[src/rtl/pic_cmd_pkg.sv]
package pic_cmd_pkg;
  localparam int NPIN  = 8;
  localparam int PIN_W = $clog2(NPIN);

  typedef enum logic [1:0] {
    ADR_CMD  = 2'd0,
    ADR_DATA = 2'd1,
    ADR_TRIG = 2'd2,
    ADR_NONE = 2'd3
  } bus_addr_e;

  typedef enum logic [2:0] {
    SEQ_IDLE = 3'd0,
    SEQ_W2   = 3'd1,
    SEQ_W3   = 3'd2,
    SEQ_W4   = 3'd3,
    SEQ_RUN  = 3'd4
  } init_state_e;

  // command word discrimination
  localparam int CW_INIT_BIT = 4;
  localparam int CW_OP3_BIT  = 3;
  // first init word
  localparam int W1_SINGLE_BIT = 1;
  // fourth init word
  localparam int W4_UPM_BIT  = 0;
  localparam int W4_AEOI_BIT = 1;
  localparam int W4_SFN_BIT  = 4;
  // priority/EOI word
  localparam int OP2_ROT_BIT = 7;
  localparam int OP2_LVL_BIT = 6;
  localparam int OP2_EOI_BIT = 5;
  // read/mode word
  localparam int OP3_ESM_BIT  = 6;
  localparam int OP3_SM_BIT   = 5;
  localparam int OP3_POLL_BIT = 2;
  localparam int OP3_RSEL_BIT = 1;
  localparam int OP3_ISR_BIT  = 0;

  localparam logic [NPIN-1:0] TRIG_KEEP_PRI = 8'hF8;
  localparam logic [NPIN-1:0] TRIG_KEEP_SEC = 8'hDE;
endpackage

[src/rtl/pic_init_seq.sv]
module pic_init_seq
  import pic_cmd_pkg::*;
(
  input  logic            clk,
  input  logic            rst_n,
  input  logic            init_wr_i,
  input  logic            data_wr_i,
  input  logic [NPIN-1:0] wdata_i,
  output logic            ready_o,
  output logic            init_clr_o,
  output logic [NPIN-1:0] vec_base_o,
  output logic            auto_eoi_o,
  output logic            spec_nested_o
);
  localparam int BASE_LSB = PIN_W;

  init_state_e     state_q, state_d;
  logic [NPIN-1:0] base_q, base_d;
  logic            aeoi_q, aeoi_d;
  logic            sfn_q, sfn_d;
  logic            clr_q, clr_d;
  logic            cfg_en;

  always_comb begin
    state_d = state_q;
    base_d  = base_q;
    aeoi_d  = aeoi_q;
    sfn_d   = sfn_q;
    clr_d   = 1'b0;
    if (init_wr_i) begin
      clr_d   = 1'b1;
      state_d = wdata_i[W1_SINGLE_BIT] ? SEQ_IDLE : SEQ_W2;
    end else if (data_wr_i) begin
      unique case (state_q)
        SEQ_W2: begin
          base_d  = {wdata_i[NPIN-1:BASE_LSB], {BASE_LSB{1'b0}}};
          state_d = SEQ_W3;
        end
        SEQ_W3: state_d = SEQ_W4;
        SEQ_W4: begin
          if (wdata_i[W4_UPM_BIT]) begin
            aeoi_d  = wdata_i[W4_AEOI_BIT];
            sfn_d   = wdata_i[W4_SFN_BIT];
            state_d = SEQ_RUN;
          end else begin
            state_d = SEQ_IDLE;
          end
        end
        default: state_d = state_q;
      endcase
    end
  end

  assign cfg_en = init_wr_i | data_wr_i;

  always_ff @(posedge clk or negedge rst_n) begin
    if (!rst_n) begin
      state_q <= SEQ_IDLE;
      base_q  <= '0;
      aeoi_q  <= 1'b0;
      sfn_q   <= 1'b0;
      clr_q   <= 1'b0;
    end else begin
      clr_q <= clr_d;
      if (cfg_en) begin
        state_q <= state_d;
        base_q  <= base_d;
        aeoi_q  <= aeoi_d;
        sfn_q   <= sfn_d;
      end
    end
  end

  assign ready_o       = (state_q == SEQ_RUN);
  assign init_clr_o    = clr_q;
  assign vec_base_o    = base_q;
  assign auto_eoi_o    = aeoi_q;
  assign spec_nested_o = sfn_q;
endmodule

[src/rtl/pic_op_regs.sv]
module pic_op_regs
  import pic_cmd_pkg::*;
(
  input  logic             clk,
  input  logic             rst_n,
  input  logic             init_wr_i,
  input  logic             mask_wr_i,
  input  logic             prio_wr_i,
  input  logic             rdmode_wr_i,
  input  logic             port_rd_i,
  input  logic [NPIN-1:0]  wdata_i,
  input  logic             eoi_done_i,
  input  logic [PIN_W-1:0] eoi_pin_i,
  output logic [NPIN-1:0]  mask_o,
  output logic             rotate_o,
  output logic [PIN_W-1:0] low_prio_o,
  output logic             spec_mask_o,
  output logic             isr_sel_o,
  output logic             poll_armed_o,
  output logic             eoi_ns_o
);
  localparam logic [PIN_W-1:0] PTR_RESET = PIN_W'(NPIN - 1);

  logic [NPIN-1:0]  mask_q, mask_d;
  logic             rot_q, rot_d;
  logic [PIN_W-1:0] lp_q, lp_d;
  logic             smm_q, smm_d;
  logic             sel_q, sel_d;
  logic             poll_q, poll_d;
  logic             eoi_q, eoi_d;
  logic             reg_en;

  always_comb begin
    mask_d = mask_q;
    rot_d  = rot_q;
    lp_d   = lp_q;
    smm_d  = smm_q;
    sel_d  = sel_q;
    poll_d = poll_q;
    eoi_d  = 1'b0;

    if (eoi_done_i && rot_q) lp_d = eoi_pin_i;
    if (port_rd_i) poll_d = 1'b0;

    if (init_wr_i) begin
      mask_d = '0;
      smm_d  = 1'b0;
      sel_d  = 1'b0;
      poll_d = 1'b0;
      lp_d   = PTR_RESET;
    end else if (mask_wr_i) begin
      mask_d = wdata_i;
    end else if (prio_wr_i) begin
      rot_d = wdata_i[OP2_ROT_BIT];
      if (wdata_i[OP2_EOI_BIT] && !wdata_i[OP2_LVL_BIT]) begin
        eoi_d = 1'b1;
      end else if (wdata_i[OP2_LVL_BIT] && wdata_i[OP2_ROT_BIT]) begin
        lp_d = wdata_i[PIN_W-1:0];
      end
    end else if (rdmode_wr_i) begin
      if (wdata_i[OP3_ESM_BIT])  smm_d = wdata_i[OP3_SM_BIT];
      if (wdata_i[OP3_RSEL_BIT]) sel_d = wdata_i[OP3_ISR_BIT];
      poll_d = wdata_i[OP3_POLL_BIT];
    end
  end

  assign reg_en = init_wr_i | mask_wr_i | prio_wr_i | rdmode_wr_i |
                  port_rd_i | eoi_done_i;

  always_ff @(posedge clk or negedge rst_n) begin
    if (!rst_n) begin
      mask_q <= '0;
      rot_q  <= 1'b0;
      lp_q   <= PTR_RESET;
      smm_q  <= 1'b0;
      sel_q  <= 1'b0;
      poll_q <= 1'b0;
      eoi_q  <= 1'b0;
    end else begin
      eoi_q <= eoi_d;
      if (reg_en) begin
        mask_q <= mask_d;
        rot_q  <= rot_d;
        lp_q   <= lp_d;
        smm_q  <= smm_d;
        sel_q  <= sel_d;
        poll_q <= poll_d;
      end
    end
  end

  assign mask_o       = mask_q;
  assign rotate_o     = rot_q;
  assign low_prio_o   = lp_q;
  assign spec_mask_o  = smm_q;
  assign isr_sel_o    = sel_q;
  assign poll_armed_o = poll_q;
  assign eoi_ns_o     = eoi_q;
endmodule

[src/rtl/pic_trig_reg.sv]
module pic_trig_reg
  import pic_cmd_pkg::*;
#(
  parameter bit IS_SECONDARY = 1'b0
) (
  input  logic            clk,
  input  logic            rst_n,
  input  logic            wr_i,
  input  logic [NPIN-1:0] wdata_i,
  output logic [NPIN-1:0] trig_o
);
  logic [NPIN-1:0] keep;
  logic [NPIN-1:0] trig_q, trig_d;

  generate
    if (IS_SECONDARY) begin : g_sec
      assign keep = TRIG_KEEP_SEC;
    end else begin : g_pri
      assign keep = TRIG_KEEP_PRI;
    end
  endgenerate

  always_comb begin
    trig_d = wdata_i & keep;
  end

  always_ff @(posedge clk or negedge rst_n) begin
    if (!rst_n) begin
      trig_q <= '0;
    end else if (wr_i) begin
      trig_q <= trig_d;
    end
  end

  assign trig_o = trig_q;
endmodule

[src/rtl/pic_cmd_if.sv]
module pic_cmd_if
  import pic_cmd_pkg::*;
#(
  parameter bit IS_SECONDARY = 1'b0
) (
  input  logic             clk,
  input  logic             rst_n,
  input  logic [1:0]       bus_addr_i,
  input  logic             bus_wr_i,
  input  logic             bus_rd_i,
  input  logic [NPIN-1:0]  bus_wdata_i,
  output logic [NPIN-1:0]  bus_rdata_o,
  input  logic [NPIN-1:0]  core_irr_i,
  input  logic [NPIN-1:0]  core_isr_i,
  input  logic             poll_hit_i,
  input  logic [PIN_W-1:0] poll_pin_i,
  input  logic             eoi_done_i,
  input  logic [PIN_W-1:0] eoi_pin_i,
  input  logic             int_req_i,
  output logic             int_out_o,
  output logic             ready_o,
  output logic             init_clr_o,
  output logic [NPIN-1:0]  vec_base_o,
  output logic [NPIN-1:0]  mask_o,
  output logic             auto_eoi_o,
  output logic             spec_nested_o,
  output logic             spec_mask_o,
  output logic             rotate_o,
  output logic [PIN_W-1:0] low_prio_o,
  output logic             eoi_ns_o,
  output logic [NPIN-1:0]  trig_mode_o
);
  localparam int POLL_PAD = NPIN - 1 - PIN_W;

  logic wr_cmd, wr_data, wr_trig;
  logic init_wr, mask_wr, prio_wr, rdmode_wr, port_rd;
  logic ready, isr_sel, poll_armed;
  logic [NPIN-1:0] poll_word;
  logic [NPIN-1:0] rd_mux;

  assign wr_cmd  = bus_wr_i && (bus_addr_i == ADR_CMD);
  assign wr_data = bus_wr_i && (bus_addr_i == ADR_DATA);
  assign wr_trig = bus_wr_i && (bus_addr_i == ADR_TRIG);

  assign init_wr   = wr_cmd && bus_wdata_i[CW_INIT_BIT];
  assign prio_wr   = wr_cmd && ready && !bus_wdata_i[CW_INIT_BIT] &&
                     !bus_wdata_i[CW_OP3_BIT];
  assign rdmode_wr = wr_cmd && ready && !bus_wdata_i[CW_INIT_BIT] &&
                     bus_wdata_i[CW_OP3_BIT];
  assign mask_wr   = wr_data && ready;
  assign port_rd   = bus_rd_i &&
                     ((bus_addr_i == ADR_CMD) || (bus_addr_i == ADR_DATA));

  pic_init_seq u_seq (
    .clk           (clk),
    .rst_n         (rst_n),
    .init_wr_i     (init_wr),
    .data_wr_i     (wr_data),
    .wdata_i       (bus_wdata_i),
    .ready_o       (ready),
    .init_clr_o    (init_clr_o),
    .vec_base_o    (vec_base_o),
    .auto_eoi_o    (auto_eoi_o),
    .spec_nested_o (spec_nested_o)
  );

  pic_op_regs u_ops (
    .clk          (clk),
    .rst_n        (rst_n),
    .init_wr_i    (init_wr),
    .mask_wr_i    (mask_wr),
    .prio_wr_i    (prio_wr),
    .rdmode_wr_i  (rdmode_wr),
    .port_rd_i    (port_rd),
    .wdata_i      (bus_wdata_i),
    .eoi_done_i   (eoi_done_i),
    .eoi_pin_i    (eoi_pin_i),
    .mask_o       (mask_o),
    .rotate_o     (rotate_o),
    .low_prio_o   (low_prio_o),
    .spec_mask_o  (spec_mask_o),
    .isr_sel_o    (isr_sel),
    .poll_armed_o (poll_armed),
    .eoi_ns_o     (eoi_ns_o)
  );

  pic_trig_reg #(.IS_SECONDARY(IS_SECONDARY)) u_trig (
    .clk     (clk),
    .rst_n   (rst_n),
    .wr_i    (wr_trig),
    .wdata_i (bus_wdata_i),
    .trig_o  (trig_mode_o)
  );

  assign poll_word = poll_hit_i ? {1'b1, {POLL_PAD{1'b0}}, poll_pin_i} : '0;

  always_comb begin
    rd_mux = '0;
    unique case (bus_addr_i)
      ADR_CMD:  rd_mux = poll_armed ? poll_word :
                         (isr_sel ? core_isr_i : core_irr_i);
      ADR_DATA: rd_mux = poll_armed ? poll_word : mask_o;
      ADR_TRIG: rd_mux = trig_mode_o;
      default:  rd_mux = '0;
    endcase
  end

  assign bus_rdata_o = bus_rd_i ? rd_mux : '0;
  assign ready_o     = ready;
  assign int_out_o   = int_req_i && ready;
endmodule

[config.mk]
export PLATFORM = sky130hd
export DESIGN_NAME = pic_cmd_if
export DESIGN_NICKNAME = d
export VERILOG_FILES = /design/src/rtl/pic_cmd_pkg.sv /design/src/rtl/pic_init_seq.sv /design/src/rtl/pic_op_regs.sv /design/src/rtl/pic_trig_reg.sv /design/src/rtl/pic_cmd_if.sv
export SDC_FILE = /design/constraint.sdc
export NUM_CORES = 1
export LEC_CHECK = 0
export CAP_MARGIN = 15
export CORE_MARGIN = 2
export CORE_UTILIZATION = 31
export CTS_BUF_LIST = sky130_fd_sc_hd__clkbuf_8
export CTS_CLUSTER_DIAMETER = 100
export CTS_CLUSTER_SIZE = 30
export DETAILED_ROUTE_END_ITERATION = 6
export PLACE_DENSITY = 0.7
export REMOVE_ABC_BUFFERS = 1
export SYNTH_ARGS = -nofsm -noshare
export SYNTH_HDL_FRONTEND = slang
export SYNTH_SLANG_ARGS = --single-unit
export TNS_END_PERCENT = 5
[constraint.sdc]
create_clock -name clk -period 3.8 [get_ports clk]
set_input_delay 0.76 -clock clk [delete_from_list [all_inputs] [get_ports clk]]
set_output_delay 0.76 -clock clk [all_outputs]
set_load 0.03 [all_outputs]
; ---- Word level (Yosys, flattened, before mapping)
; Index checks and enable logic that the tools add are counted.
[totals]
output_inout_bits = 43
reg_bits = 32
in_bits = 39
[classes]
n_reduce_logical = 32
bitwise = 8
mux = 39
eq_ne = 8
[op_table]
columns = op, count
row1 = $mux W8, 7
row2 = $mux W3, 9
row3 = $pmux W8 S3, 1
row4 = $mux W1, 21
row5 = $reduce_and A5 Y1, 3
row6 = $logic_and A1 B1 Y1, 14
row7 = $reduce_bool A2 Y1, 5
row8 = $pmux W3 S3, 1
row9 = $reduce_and A4 Y1, 2
row10 = $eq A3 B2 Y1 const B, 2
row11 = $or A1 B1 Y1, 6
row12 = $ne A2 B1 Y1 const B, 2
row13 = $reduce_bool A4 Y1, 1
row14 = $eq A3 B1 Y1 const B, 1
row15 = $eq A3 B3 Y1 const B, 1
row16 = $logic_not A1 Y1, 3
row17 = $reduce_and A3 Y1, 1
row18 = $eq A2 B1 Y1 const B, 1
row19 = $eq A2 B2 Y1 const B, 1
row20 = $logic_not A2 Y1, 1
row21 = $not A1 Y1, 2
row22 = $reduce_and A2 Y1, 1
row23 = $logic_or A1 B1 Y1, 1

; ---- Longest topological paths before layout
[depth]
depth_word = 10
depth_mapped = 7
depth_no_buf = 5

; ---- By module
; A second synthesis with hierarchy kept.
[hier_totals]
hier_cells = 176
hier_area_um2 = 1899.3
[modules_own_cells]
columns = mod, cells_per_inst, n_inst, seq_area_each_um2, area_per_inst_um2
row1 = pic_op_regs, 63, 1, 404.1, 742.0
row2 = pic_init_seq, 35, 1, 275.3, 485.5
row3 = pic_cmd_if, 64, 1, 0.0, 464.2
row4 = pic_trig_reg, 14, 1, 125.1, 207.7

; ---- Worst setup path before layout
; Ideal clock, no wire load.
[synth_path]
path_type = in2out
startpoint = input port bus_addr_i[0]
endpoint = output port bus_rdata_o[7]
required_time_ps = 3040
slack_ps = 971
arrival_ps = 2069
path_stages = 5
cell_sequence = clkbuf_1 buf_1 nand2_1 nand2_1 a211oi_1
[synth_between]
elab_chain_cells = 3
[synth_rtl]
columns = item, line_no
row1 = from (decl), pic_cmd_if.sv:8  ; input logic [1:0] bus_addr_i,
row2 = "$eq A2 B2 Y1, or another cell as far along", pic_cmd_if.sv:99  ; unique case (bus_addr_i)
row3 = $pmux W8 S3 *, pic_cmd_if.sv:99
row4 = $mux W8 *, pic_cmd_if.sv:108  ; assign bus_rdata_o = bus_rd_i ? rd_mux : '0;
row5 = to (decl), pic_cmd_if.sv:12  ; output logic [NPIN-1:0] bus_rdata_o,
; Every way passes the cells marked *; elsewhere a longest branch is shown, timed or not.

; ---- Worst setup path in the final report
[layout_path]
startpoint = input port bus_addr_i[1]
endpoint = output port bus_rdata_o[7]
; The elaborated chain is that of the path after synthesis.

==> flow_summary.ini <==
[floorplanning]
start_util = 0.325
die_h_um = 80.5
core_area_um2 = 5570
die_x_um = 80.5
io_pins = 82
die_area_um2 = 6480
rows = 27

[timing]
setup_viol = 0
post-route-min-period_ns = 3.36
timing.fmax_mhz = 298
drv_slew = 0
rsz0062_at_grt = false
whs_ns = 0.497
relSlewSlack = 0.412
finalSetupTns_ns = 0
skew_ns = 0.00865
fin_crit_sh = 0.883
finalHoldViolations = 0
tightest_slew_ns = 0.879

[clock_network]
h-tree-depth = 2
cts_buffers = 5
postCtsSetupBuffers = 0
clock-sinks = 32
ctsResizeCount = 0
cts.hold.buffers_added = 0
clk_latency_ns = 0.29
cts_buffer_depth = 2
cts_root_buf = clkbuf_8
cts_tree = built
cts.clk_slew.worst_paths_ns = 0.06

[final_layout]
multi_input_area_um2 = 922
fin_cells = 341
diodes = 0
area.growth.synth_to_final_pct = 50.0
nets = 307
fill_cells = 553
layout_common_cells = clkdlybuf4s50_1 (75), nand2_1 (29), dfrtp_1 (29), o21ai_1 (18)
final_common_cell = clkdlybuf4s50_1
regArea_um2 = 805
design_area_um2 = 2720
layout-drive-gt1-share = 0.0781

[synthesis]
ys_seq_area_frac = 0.443
yosys_register_bits = 32
synth-edff-count = 0
async_reset_ff_frac = 1.00
syn_area_um2 = 1810
synth.distinct_cells = 37
synthTopCellsByArea = dfrtp_1 (40%), mux2_1 (8.1%), mux2i_1 (6.1%), nand2_1 (6.0%), o21ai_1 (5.0%)
postSynthCellCount = 194
synth_area_leader_cell = dfrtp_1
synth_warnings = 0
syn_area_per_cell_um2 = 9.35
netlist.area_leader.share = 0.400
synth_flop_cell = dfrtp_1

[power_and_ir_drop]
ir_drop_v = 0.000294
power.density_nw_per_um2 = 462
p_leak_nw = 1.06
total_power_w = 0.00126

[placement]
gp_congestion = 0.853
portBuffers = 75
dpl.hpwl_um = 4020
dp_cells = 333
place_area_um2 = 2610

[drt]
vias_per_cell = 4.99
wl_um = 5210
route.detailed.wl_per_inst_um = 15.3
route.vias.total = 1702
antenna_left = 0
drt-pass1-iter-count = 4
drt_iter0_drc = 67
drc_errors = 0

[setup_path]
cp.required_ns = 3.04
worstSetupPathType = in -> out
crit_arrival_ns = 2.60
worstSetupStartpointType = input pin
critPathMaxFanout = 9
worstSetupEndpointType = output port

[global_routing]
grt_max_degree = 23
grt_pass1_vias = 1645
overflow = 0
grt_pass1_wl_um = 8000
grt_usage = 0.162
antenna_found_initial = 0

[flow_run]
maxCapViolCount = 0

[worst_hold_path]
hp-class = reg -> reg

[status]
status = completed
## final timing paths
| kind | from | end | slack (ns) | cells past startpoint |
|---|---|---|---|---|
| max in group asynchronous | rst_n | u_seq.state_q[0] | 2.19 | 2 |
| min | u_seq.vec_base_o[7] | u_seq.vec_base_o[7] | 0.50 | 1 |
| min in group asynchronous | rst_n | u_ops.mask_o[7] | 0.89 | 1 |
| min reg2reg | u_seq.vec_base_o[7] | u_seq.vec_base_o[7] | 0.50 | 1 |
| max reg2reg | u_seq.state_q[2] | u_ops.mask_o[5] | 1.79 | 4 |
| max | bus_addr_i[1] | bus_rdata_o[7] | 0.44 | 6 |
## metal layers
metal	GRT usage	vias up	wire, um
met4	0.0542	0	70
met2	0.265	70	2350
met5	0	-	0
met1	0.206	802	2340
met3	0.0461	7	446
li1	-	823	-
## worst max-delay path, stage by stage
cell	delay (ns)
clkdlybuf4s50_1	0.52
buf_4	0.22
nand2_1	0.06
nand2_1	0.12
a211oi_1	0.21
clkdlybuf4s50_1	0.71
## stage by stage
stage | setup slack (ns) | util
3_3_place_gp | 0.478 | 0.468
3_5_place_dp | 0.445 | 0.468
2_1_floorplan | 1.30 | -
6_report | 0.443 | 0.488
5_1_grt | 0.301 | 0.488
4_1_cts | 0.439 | 0.488
## synth_stat cells (all sizes together) (3+ instances only)
master	count
mux2	16
nand3	6
dfstp	3
nand2	29
dfrtp	29
a22oi	4
a21oi	12
buf	11
nor2	13
clkbuf	6
o21ai	19
nand2b	6
mux2i	11
## kinds of logic (layout without fill, tap and decap cells)
family,after synthesis,after routing,share of synthesized area
flip-flops,32,32,0.443
other,1,6,0.00207
AND/OR/NAND/NOR,74,74,0.209
AO/OA/AOI/OAI,41,41,0.127
buffers and inverters,19,89,0.0586
multiplexers,27,27,0.160
## cell type report
cell class / count / share of cell area
Multi-Input combinational cell: 148 / 0.339
Sequential cell: 32 / 0.296
Timing Repair Buffer: 79 / 0.287
Tap cell: 72 / 0.0331
Clock buffer: 5 / 0.0253
Clock inverter: 3 / 0.0156
Inverter: 2 / 0.00460
## registers in the layout, indices dropped and copies added (netlist names)
name	count
u_ops.isr_sel_o	1
u_ops.low_prio_o	3
u_seq.vec_base_o	5
u_ops.spec_mask_o	1
u_seq.init_clr_o	1
u_seq.state_q	3
u_ops.poll_armed_o	1
u_ops.eoi_ns_o	1
u_seq.auto_eoi_o	1
u_ops.mask_o	8
u_ops.rotate_o	1
u_trig.trig_o	5
u_seq.spec_nested_o	1
## report_power, final
part	internal, W	leakage, nW	switching (W)	total, W
Combinational	0.000213	0.596	0.000253	0.000466
Sequential	0.000417	0.412	0.0000526	0.000470
Clock	0.000194	0.0541	0.000127	0.000321
Total	0.000824	1.06	0.000432	0.00126
(Power assumes the default switching activity.)
